[config.mk]
export PLATFORM = sky130hd
export DESIGN_NAME = gpio_irq_bank
export DESIGN_NICKNAME = d
export VERILOG_FILES = /design/src/rtl/gpio_irq_pkg.sv /design/src/rtl/gpio_sync.sv /design/src/rtl/gpio_detect.sv /design/src/rtl/gpio_status.sv /design/src/rtl/gpio_irq_bank.sv
export SDC_FILE = /design/constraint.sdc
export NUM_CORES = 1
export LEC_CHECK = 0
export BUFFER_PORTS_ARGS = -buffer_cell sky130_fd_sc_hd__buf_2
export CAP_MARGIN = 20
export CORE_AREA = 2 2 173 175
export CTS_BUF_LIST = sky130_fd_sc_hd__clkbuf_4
export CTS_CLUSTER_DIAMETER = 120
export DETAILED_ROUTE_END_ITERATION = 6
export DIE_AREA = 0 0 175 177
export PLACE_DENSITY = 0.74
export SYNTH_ARGS = -nofsm -noshare
export SYNTH_HDL_FRONTEND = slang
export SYNTH_SLANG_ARGS = --single-unit
export TNS_END_PERCENT = 5
[constraint.sdc]
create_clock -name clk -period 1.4 [get_ports clk]
set_input_delay 0 -clock clk [delete_from_list [all_inputs] [get_ports clk]]
set_output_delay 0 -clock clk [all_outputs]
set_load 0.01 [all_outputs]
[src/rtl/gpio_irq_pkg.sv]
package gpio_irq_pkg;
  typedef enum logic [2:0] {
    A_DATA  = 3'd0,
    A_DIR   = 3'd1,
    A_TRGLO = 3'd2,
    A_TRGHI = 3'd3,
    A_ANY   = 3'd4,
    A_MASK  = 3'd5,
    A_STAT  = 3'd6,
    A_NONE  = 3'd7
  } reg_addr_e;

  localparam logic [1:0] TRG_LOW  = 2'b00;
  localparam logic [1:0] TRG_HIGH = 2'b01;
  localparam logic [1:0] TRG_RISE = 2'b10;
  localparam logic [1:0] TRG_FALL = 2'b11;
endpackage

[src/rtl/gpio_sync.sv]
module gpio_sync #(
  parameter int W      = 32,
  parameter int STAGES = 2
) (
  input  logic         clk,
  input  logic         rst,
  input  logic [W-1:0] din,
  output logic [W-1:0] dout
);
  logic [STAGES-1:0][W-1:0] stg_q;

  always_ff @(posedge clk) begin
    if (rst) begin
      stg_q <= '0;
    end else begin
      stg_q[0] <= din;
      for (int i = 1; i < STAGES; i++) stg_q[i] <= stg_q[i-1];
    end
  end

  assign dout = stg_q[STAGES-1];
endmodule

[src/rtl/gpio_detect.sv]
module gpio_detect
  import gpio_irq_pkg::*;
#(
  parameter int W = 32
) (
  input  logic           clk,
  input  logic           rst,
  input  logic [W-1:0]   smp,
  input  logic [2*W-1:0] trig,
  input  logic [W-1:0]   any_edge,
  output logic [W-1:0]   hit
);
  logic [W-1:0] prev_q;

  always_ff @(posedge clk) begin
    if (rst) prev_q <= '0;
    else     prev_q <= smp;
  end

  for (genvar p = 0; p < W; p++) begin : g_pin
    logic [1:0] code;
    logic       rise, fall;
    assign code = trig[2*p +: 2];
    assign rise = smp[p] & ~prev_q[p];
    assign fall = ~smp[p] & prev_q[p];
    always_comb begin
      if (any_edge[p]) begin
        hit[p] = rise | fall;
      end else begin
        case (code)
          TRG_LOW:  hit[p] = ~smp[p];
          TRG_HIGH: hit[p] = smp[p];
          TRG_RISE: hit[p] = rise;
          default:  hit[p] = fall;
        endcase
      end
    end
  end

  // a rising edge on a pin in any-edge mode must be reported
  p_anyedge_rise_r5: assert property (@(posedge clk) disable iff (rst)
    ((any_edge & smp & ~prev_q) != '0) |->
      ((hit & any_edge & smp & ~prev_q) == (any_edge & smp & ~prev_q)));
endmodule

[src/rtl/gpio_status.sv]
module gpio_status #(
  parameter int W = 32
) (
  input  logic         clk,
  input  logic         rst,
  input  logic [W-1:0] hit,
  input  logic [W-1:0] clr,
  input  logic [W-1:0] mask,
  output logic [W-1:0] status,
  output logic         irq_lo,
  output logic         irq_hi
);
  localparam int HALF = W / 2;

  logic [W-1:0] status_q;
  logic [W-1:0] pend;

  assign pend = status_q & mask;

  always_ff @(posedge clk) begin
    if (rst) begin
      status_q <= '0;
      irq_lo   <= 1'b0;
      irq_hi   <= 1'b0;
    end else begin
      status_q <= (status_q & ~clr) | hit;
      irq_lo   <= |pend[HALF-1:0];
      irq_hi   <= |pend[W-1:HALF];
    end
  end

  assign status = status_q;

  p_sticky_r6: assert property (@(posedge clk) disable iff (rst)
    (clr == '0) |=> ((status_q & $past(status_q)) == $past(status_q)));

  p_set_wins_r7: assert property (@(posedge clk) disable iff (rst)
    (hit != '0) |=> ((status_q & $past(hit)) == $past(hit)));

  p_mask_blocks_r9: assert property (@(posedge clk) disable iff (rst)
    (mask == '0) |=> (!irq_lo && !irq_hi));
endmodule

[src/rtl/gpio_irq_bank.sv]
module gpio_irq_bank
  import gpio_irq_pkg::*;
#(
  parameter int NPIN = 32
) (
  input  logic            clk,
  input  logic            rst,
  input  logic            reg_we,
  input  logic [2:0]      reg_addr,
  input  logic [NPIN-1:0] reg_wdata,
  output logic [NPIN-1:0] reg_rdata,
  input  logic [NPIN-1:0] pad_in,
  output logic [NPIN-1:0] pad_out,
  output logic [NPIN-1:0] pad_oe,
  output logic            irq_lo,
  output logic            irq_hi
);
  localparam int HALF = NPIN / 2;

  reg_addr_e       sel;
  logic [NPIN-1:0] data_q, dir_q, trglo_q, trghi_q, any_q, mask_q;
  logic [NPIN-1:0] smp, hit, clr, status;
  logic [NPIN-1:0] rd_mux;

  assign sel = reg_addr_e'(reg_addr);

  gpio_sync #(.W(NPIN), .STAGES(2)) u_sync (
    .clk(clk), .rst(rst), .din(pad_in), .dout(smp)
  );

  gpio_detect #(.W(NPIN)) u_det (
    .clk(clk), .rst(rst), .smp(smp),
    .trig({trghi_q, trglo_q}), .any_edge(any_q), .hit(hit)
  );

  assign clr = (reg_we && sel == A_STAT) ? reg_wdata : '0;

  gpio_status #(.W(NPIN)) u_stat (
    .clk(clk), .rst(rst), .hit(hit), .clr(clr), .mask(mask_q),
    .status(status), .irq_lo(irq_lo), .irq_hi(irq_hi)
  );

  always_ff @(posedge clk) begin
    if (rst) begin
      data_q  <= '0;
      dir_q   <= '0;
      trglo_q <= '0;
      trghi_q <= '0;
      any_q   <= '0;
      mask_q  <= '0;
    end else if (reg_we) begin
      case (sel)
        A_DATA:  data_q  <= reg_wdata;
        A_DIR:   dir_q   <= reg_wdata;
        A_TRGLO: trglo_q <= reg_wdata;
        A_TRGHI: trghi_q <= reg_wdata;
        A_ANY:   any_q   <= reg_wdata;
        A_MASK:  mask_q  <= reg_wdata;
        default: ;
      endcase
    end
  end

  always_comb begin
    case (sel)
      A_DATA:  rd_mux = (smp & ~dir_q) | (data_q & dir_q);
      A_DIR:   rd_mux = dir_q;
      A_TRGLO: rd_mux = trglo_q;
      A_TRGHI: rd_mux = trghi_q;
      A_ANY:   rd_mux = any_q;
      A_MASK:  rd_mux = mask_q;
      A_STAT:  rd_mux = status;
      default: rd_mux = '0;
    endcase
  end

  always_ff @(posedge clk) begin
    if (rst) reg_rdata <= '0;
    else     reg_rdata <= rd_mux;
  end

  assign pad_out = data_q;
  assign pad_oe  = dir_q;

  p_dir_to_oe_r2: assert property (@(posedge clk) disable iff (rst)
    (reg_we && sel == A_DIR) |=> (pad_oe == $past(reg_wdata)));

  p_hole_reads_zero_r10: assert property (@(posedge clk) disable iff (rst)
    (sel == A_NONE) |=> (reg_rdata == '0));
endmodule

==> results of run 1 <==
-- power by group --
group          switching, W  internal (W)  leakage (nW)
sequential         0.000327        0.0104          2.89
combinational       0.00128       0.00103          4.34
clock               0.00427       0.00444         0.663
-- synthesized netlist by cell type (all sizes together) (16+ instances only) --
master / n / area share [%]
and2: 16 / 0.64
mux2i: 44 / 2.8
o21ai: 47 / 1.5
nand2: 452 / 11
a2111oi: 17 / 0.96
a211o: 17 / 0.96
a211oi: 18 / 0.87
mux2: 45 / 3.3
inv: 83 / 2.0
clkbuf: 51 / 1.2
ha: 64 / 5.1
a21oi: 289 / 9.3
nor2b: 105 / 4.2
buf: 63 / 2.2
dfxtp: 354 / 46
nor2: 58 / 1.4
a22oi: 16 / 0.77
-- worst max path at each step --
stage	slack, ns	startpoint	cells past startpoint	to
floorplan	0.05	pad_oe[16]$_SDFFE_PP0P_	4	reg_rdata[16]$_SDFF_PP0_
global placement	-0.02	reg_addr[0]	6	reg_rdata[2]$_SDFF_PP0_
detailed placement	-0.04	reg_addr[0]	6	reg_rdata[18]$_SDFF_PP0_
CTS	0.0002	u_sync.dout[16]$_SDFF_PP0_	6	u_stat.status[16]$_SDFF_PP0_
global route	-0.04	pad_oe[9]$_SDFFE_PP0P_	4	reg_rdata[9]$_SDFF_PP0_
finish	0.02	pad_oe[21]$_SDFFE_PP0P_	1	pad_oe[21]
-- through the flow --
stage,setup TNS (ns),cell area (um^2)
global placement,-0.0173,17500
global route,-0.0914,19700
floorplan,0,15600
detailed placement,-0.140,17500
CTS,0,19700
finish,0,19700
-- final cells by class --
type	instances	area share, %
diodes	1	0.0127
clock buffers	130	4.95
clock inverters	24	0.679
inverters	84	1.60
multi-input cells	1305	38.9
flip-flops and latches	354	36.0
well taps	390	2.47
repair buffers	385	15.4
-- routing by layer --
layer  vias to the layer above  wire, um
li1                       7081         -
met1                      7411     21000
met2                       899     24200
met3                       195      5510
met4                         2      2910
met5                         -         7
-- tightest hold or removal path: cells and delay by family --
kind | cells | cell delay (ns)
buf+inv | 2 | 0.36
compound gates | 1 | 0.12
simple gates | 2 | 0.23
-- cell families after synthesis --
kind of cell / count (synthesis) / synth area share (%)
AOI/OAI and AO/OA: 490 / 19.0
adders and majority gates: 64 / 5.15
muxes: 91 / 6.38
and+or+nand+nor: 660 / 18.4
DFF: 354 / 45.6
buffers and inverters: 198 / 5.46
-- cells in the final DEF (no fill, tap or decap), drive strengths merged, types with 3 or more instances in the layout --
master	n
a21oi	289
a211o	17
o211ai	3
o21ai	47
buf	276
nor2	58
dlygate4sd3	107
a222oi	4
a22o	14
a211oi	18
mux2	45
and2	16
nand3	7
a31oi	5
nor2b	105
inv	85
dfxtp	354
and3	5
o2bb2ai	12
a221oi	14
mux2i	44
nor3	10
nand2	452
a22oi	16
a2111oi	17
o31ai	14
a221o	5
ha	64
clkbuf	131
clkinv	20
o31a	3
nand2b	4
-- what timing repair did --
item | in CTS | in global routing
gates resized for setup | 1 | 23
setup endpoints to repair | 1 | 18
hold endpoints to repair | 352 | 0
hold buffers | 108 | 0
pin swaps | 0 | 2
==> key figures, run 1 <==
Status
  • Status: completed

Worst hold path
  • Min-delay worst type: in2reg
  • Hold path endpoint: trghi_q[28]$_SDFFE_PP0P_
  • Worst hold start: reg_addr[0]
  • Hold path depth: 5

STA
  • Final worst-path cycle share: 98.7%
  • Setup violations, final: 0
  • Min Tclk post-route: 1.38 ns
  • Min Hold Slack: 0.0309 ns
  • Slew headroom: 57.3%
  • Tightest Pin Transition: 0.639 ns
  • Skew final: 0.0361 ns
  • Final hold vios: 0
  • Fmax: 724 MHz
  • RSZ-0062 raised after global routing: yes
  • Max Slew Vio Count: 0
  • Worst setup margin: 0.0189 ns

Global routing
  • First-pass GRT wire length: 81600 um
  • Met1 Use GR: 42.8%
  • Total congestion overflow: 0
  • Met3 usage: 6.83%
  • All-Layer GR Usage: 33.8%
  • Vias in the first global route: 15100
  • Busiest metal layer after global routing: met2
  • GR met2 Demand/Resource: 53.5%
  • Largest net degree at the start of global routing: 106
  • Initial antenna violation count: 2

Synthesis
  • Post-synthesis instance area: 15600 um^2
  • Main synth FF type: dfxtp_1
  • Yosys reg bits: 354
  • Ys Warns: 0
  • EDFF count, synth: 0
  • Syn nets: 1991
  • Post-synthesis sequential area ratio: 45.6%
  • Yosys cell types: 52
  • Ys async rst share: 0%
  • Post-synthesis average cell area: 8.38 um^2
  • Gate count of the mapped netlist: 1857

Setup path
  • CP cell instances: buf_2
  • Worst setup EP type: primary output
  • CP Data Arrival Time: 1.38 ns
  • Worst setup path class: reg2out
  • CP Buf/Inv Count: 1
  • CP startpoint kind: flop
  • Delay-heaviest family, CP: flip-flops
  • Reg-to-reg endpoint: u_stat.status[15]$_SDFF_PP0_
  • Reg2Reg Depth: 5
  • Critical path peak fanout: 4
  • Critical Path RT: 1.40 ns
  • Max incr delay on CP: 0.46 ns
  • R2r setup slk: 0.03 ns
  • R2r startpoint: u_sync.dout[15]$_SDFF_PP0_
  • Slowest CP cell: dfxtp_1

Detailed routing
  • Initial DRC Count: 1671
  • Via count: 15600
  • Via density: 5.83
  • First-pass iteration count of the detailed router: 6
  • DRT Wirelength: 53600 um
  • DRT antenna net count: 0
  • DRC: 0
  • Routed len/inst: 20.1 um

Final layout
  • Cell Count, Final, Fillers Out: 2673
  • Finished Core Util: 67.5%
  • Seq. cell area: 7100 um^2
  • Final Net Count: 2357
  • FILL cells: 2307
  • Area delta synth->final: 26.8%
  • Layout cells sized above 1: 21.3%
  • Multi-input logic area: 7670 um^2

Clocking
  • H-tree depth: 3
  • Postcts setup bufs: 0
  • Clk_lat worst skew: 0.73 ns
  • CTS tree: yes
  • Total clock sinks: 354
  • Num CTS Buffers: 93
  • Worst-path clk slew: 0.07 ns
  • Maximum clock path buffer count: 3
  • CTS root buffer: clkbuf_4

Pwr
  • Worst-case vdd ir drop: 858 uV
  • Leakage: 7.89 nW
  • Pwr Total: 0.0218 W
  • Power per cell area: 1100 nW/um^2

Floorplanning
  • Die Footprint: 31000 um^2
  • Cell Rows: 63
  • Die width: 175 um
  • Vert. Die Dim: 177 um
  • Initial Util: 53.2%
  • Core Area: 29200 um^2
  • I/O pin count: 168

Placed design
  • Detail Placement HPWL: 35200 um
  • RD Place Congestion: 0.934
  • Port bufs: 167
  • Post-Place Cells: 2410
  • Pre-CTS WS: -0.0362 ns

Job
  • Max Cap Violations: 0
No activity file was read; power rests on OpenSTA's default activity.
==> run 2: changes to the inputs <==
--- a/config.mk
+++ b/config.mk
@@ -5,13 +5,14 @@
 export SDC_FILE = /design/constraint.sdc
 export NUM_CORES = 1
 export LEC_CHECK = 0
+export ABC_AREA = 1
 export BUFFER_PORTS_ARGS = -buffer_cell sky130_fd_sc_hd__buf_2
-export CAP_MARGIN = 20
-export CORE_AREA = 2 2 173 175
+export CAP_MARGIN = 40
+export CORE_AREA = 2 2 176 178
 export CTS_BUF_LIST = sky130_fd_sc_hd__clkbuf_4
 export CTS_CLUSTER_DIAMETER = 120
 export DETAILED_ROUTE_END_ITERATION = 6
-export DIE_AREA = 0 0 175 177
+export DIE_AREA = 0 0 178 180
 export PLACE_DENSITY = 0.74
 export SYNTH_ARGS = -nofsm -noshare
 export SYNTH_HDL_FRONTEND = slang
==> constraint.sdc (replaced) <==
create_clock -name clk -period 1.65 [get_ports clk]
set_input_delay 0 -clock clk [delete_from_list [all_inputs] [get_ports clk]]
set_output_delay 0 -clock clk [all_outputs]
set_load 0.01 [all_outputs]
==> run 2 against run 1 <==
Flip-flop and latch count did not move. Sequential power fell by 14%. The run now ends with DRC, setup timing left. Synthesized area rose by 3.5%. Largest cell class unchanged. Die area rose by 3.4%. Sequential share of layout area fell by 2.2 points. Routed wire length rose by 11%.
==> key figures, run 2 <==
Detailed routing
  • Initial DRC Count: 1967
  • DRT Wirelength: 59800 um
  • Via count: 17700
  • DRT antenna net count: 0
  • Routed len/inst: 18.8 um
  • First-pass iteration count of the detailed router: 7
  • Via density: 5.56
  • DRC: 3

Pwr
  • P_int: 0.0141 W
  • Share of power burned in registers: 47.1%
  • Worst-case vdd ir drop: 609 uV
  • Power per cell area: 931 nW/um^2
  • P_sw: 0.00547 W
  • Sw Share: 28.0%
  • Combinational share of power: 12.6%
  • Leakage: 9.29 nW
  • Clock power frac: 40.3%

Synthesis
  • Post-synthesis average cell area: 6.97 um^2
  • Ys Warns: 0
  • Main synth FF type: dfxtp_1
  • EDFF count, synth: 0
  • Ys async rst share: 0%
  • Synth area leaders: dfxtp_1 (44%), nand2_1 (9.9%), inv_1 (8.9%), a21oi_1 (7.9%), nand3_1 (7.1%)
  • Post-synthesis sequential area ratio: 44.0%
  • Syn nets: 2444
  • Cell taking the most area after synthesis: dfxtp_1
  • Cell with the most instances after synthesis: nand2_1
  • Post-synth top area share: 44.0%
  • Top cells by count, synth: nand2_1 (425), inv_1 (383), dfxtp_1 (354), a21oi_1 (254), nand3_1 (227)
  • Gate count of the mapped netlist: 2310
  • Yosys reg bits: 354
  • Post-synthesis instance area: 16100 um^2
  • Yosys cell types: 20

Job
  • Max Cap Violations: 0

Floorplanning
  • Die width: 178 um
  • I/O pin count: 168
  • Initial Util: 53.4%
  • Vert. Die Dim: 180 um
  • Cell Rows: 64
  • Die Footprint: 32000 um^2
  • Core Area: 30200 um^2

Final layout
  • Final instance area: 21000 um^2
  • Multi-input logic area: 7110 um^2
  • Commonest cells after routing, fill and taps aside: nand2_1 (423), inv_1 (383), dfxtp_1 (354), a21oi_1 (254), nand3_1 (225)
  • Seq. cell area: 7090 um^2
  • Most common cell after layout, fill and taps aside: nand2_1
  • Area delta synth->final: 30.3%
  • Final Net Count: 2850
  • Layout cells sized above 1: 15.5%
  • FILL cells: 2433

Setup path
  • CP Data Arrival Time: 2.31 ns
  • Critical Path RT: 2.28 ns
  • CP startpoint kind: primary input
  • Worst setup path class: in2reg
  • Worst setup EP type: flop
  • Critical path peak fanout: 45

STA
  • Worst setup margin: -0.0313 ns
  • Slew headroom: 36.1%
  • Tightest Pin Transition: 0.955 ns
  • Final worst-path cycle share: 102%
  • Max Slew Vio Count: 0
  • Setup violations, final: 2
  • Min Tclk post-route: 1.68 ns
  • Final hold vios: 0
  • Fmax: 595 MHz
  • Setup_tns: -0.0328 ns
  • RSZ-0062 raised after global routing: no
  • Skew final: 0.0769 ns

Placed design
  • RD Place Congestion: 0.928
  • Cell area after placement: 17600 um^2
  • Detail Placement HPWL: 35000 um
  • Port bufs: 167

Global routing
  • Vias in the first global route: 17100
  • First-pass GRT wire length: 91800 um
  • Largest net degree at the start of global routing: 51
  • Initial antenna violation count: 6
  • Total congestion overflow: 0
  • All-Layer GR Usage: 36.7%

Clocking
  • Clk_lat worst skew: 0.79 ns
  • Worst-path clk slew: 0.07 ns
  • Num CTS Buffers: 92
  • CTS root buffer: clkbuf_4
  • Total clock sinks: 354
  • CTS tree: yes
  • Maximum clock path buffer count: 3
  • H-tree depth: 3

Status
  • Failing checks: DRC, setup timing
  • Status: finished with violations

Worst hold path
  • Min-delay worst type: in2reg
[run 2: worst paths after layout]
kind                          startpoint                    endpoint  slack [ns]  cells after the start
max                          reg_addr[2]      any_q[23]$_SDFFE_PP0P_       -0.03                      7
min reg2reg  u_sync.stg_q[10]$_SDFF_PP0_  u_sync.dout[10]$_SDFF_PP0_        0.40                      2
min                          reg_addr[0]    trghi_q[11]$_SDFFE_PP0P_        0.03                      4
max reg2reg     trghi_q[11]$_SDFFE_PP0P_    reg_rdata[11]$_SDFF_PP0_           0                      5
[run 2: critical path, cell delays in order]
cell and delay (ns):
buf_4 0.16, buf_12 0.14, dlygate4sd3_1 0.64, nand3_2 0.14
buf_12 0.26, dlygate4sd3_1 0.83, a21oi_1 0.12
[run 2: cell families after synthesis]
group,after synthesis,share of synthesized area [%]
and+or+nand+nor,909,24.3
buffers and inverters,511,12.0
AOI/OAI and AO/OA,472,14.7
DFF,354,44.0
adders and majority gates,64,4.97
[run 2: per-layer routing]
layer / track usage, % / vias to the layer above / part of all wire [%]
li1: - / 8199 / -
met1: 46.9 / 8025 / 38
met2: 56.1 / 1191 / 44
met3: 10.1 / 265 / 13
met4: 19.4 / 2 / 5.0
met5: 0 / - / 0.020
[run 2: per-stage QoR]
step	total power (W)	worst slack (ns)	utilization (%)	hold WS [ns]	cells
2_1_floorplan	0.0104	0.489	-	0.107	2310
3_3_place_gp	0.0112	0.231	58.4	0.203	2810
3_5_place_dp	0.0113	0.180	58.4	0.205	2810
4_1_cts	0.0194	0.0283	69.2	0.00103	3170
5_1_grt	0.0202	0.0224	69.5	0.0177	3177
6_report	0.0195	-0.0313	69.5	0.0286	3178
[run 2: timing repair]
item,CTS,global route
endpoints found under the setup margin,0,17
hold endpoints to repair,347,1
hold buffers,203,1
buffers inserted,0,0
resized for setup,0,7
[run 2: cell type report]
| cell class | count | share of cell area (%) |
|---|---|---|
| Tap cell | 396 | 2.36 |
| Inverter | 387 | 6.93 |
| Clock buffer | 141 | 5.04 |
| Multi-Input combinational cell | 1445 | 33.9 |
| Antenna cell | 3 | 0.0358 |
| Sequential cell | 354 | 33.8 |
| Timing Repair Buffer | 436 | 17.4 |
| Clock inverter | 16 | 0.596 |
[run 2: power groups by stage]
stage | clock [W] | sequential [W] | combinational, W
floorplan | 0 | 0.00934 | 0.00109
global placement | 0 | 0.00937 | 0.00185
finish | 0.00788 | 0.00921 | 0.00245
CTS | 0.00789 | 0.00919 | 0.00233
global route | 0.00834 | 0.00923 | 0.00264
detailed placement | 0 | 0.00938 | 0.00190
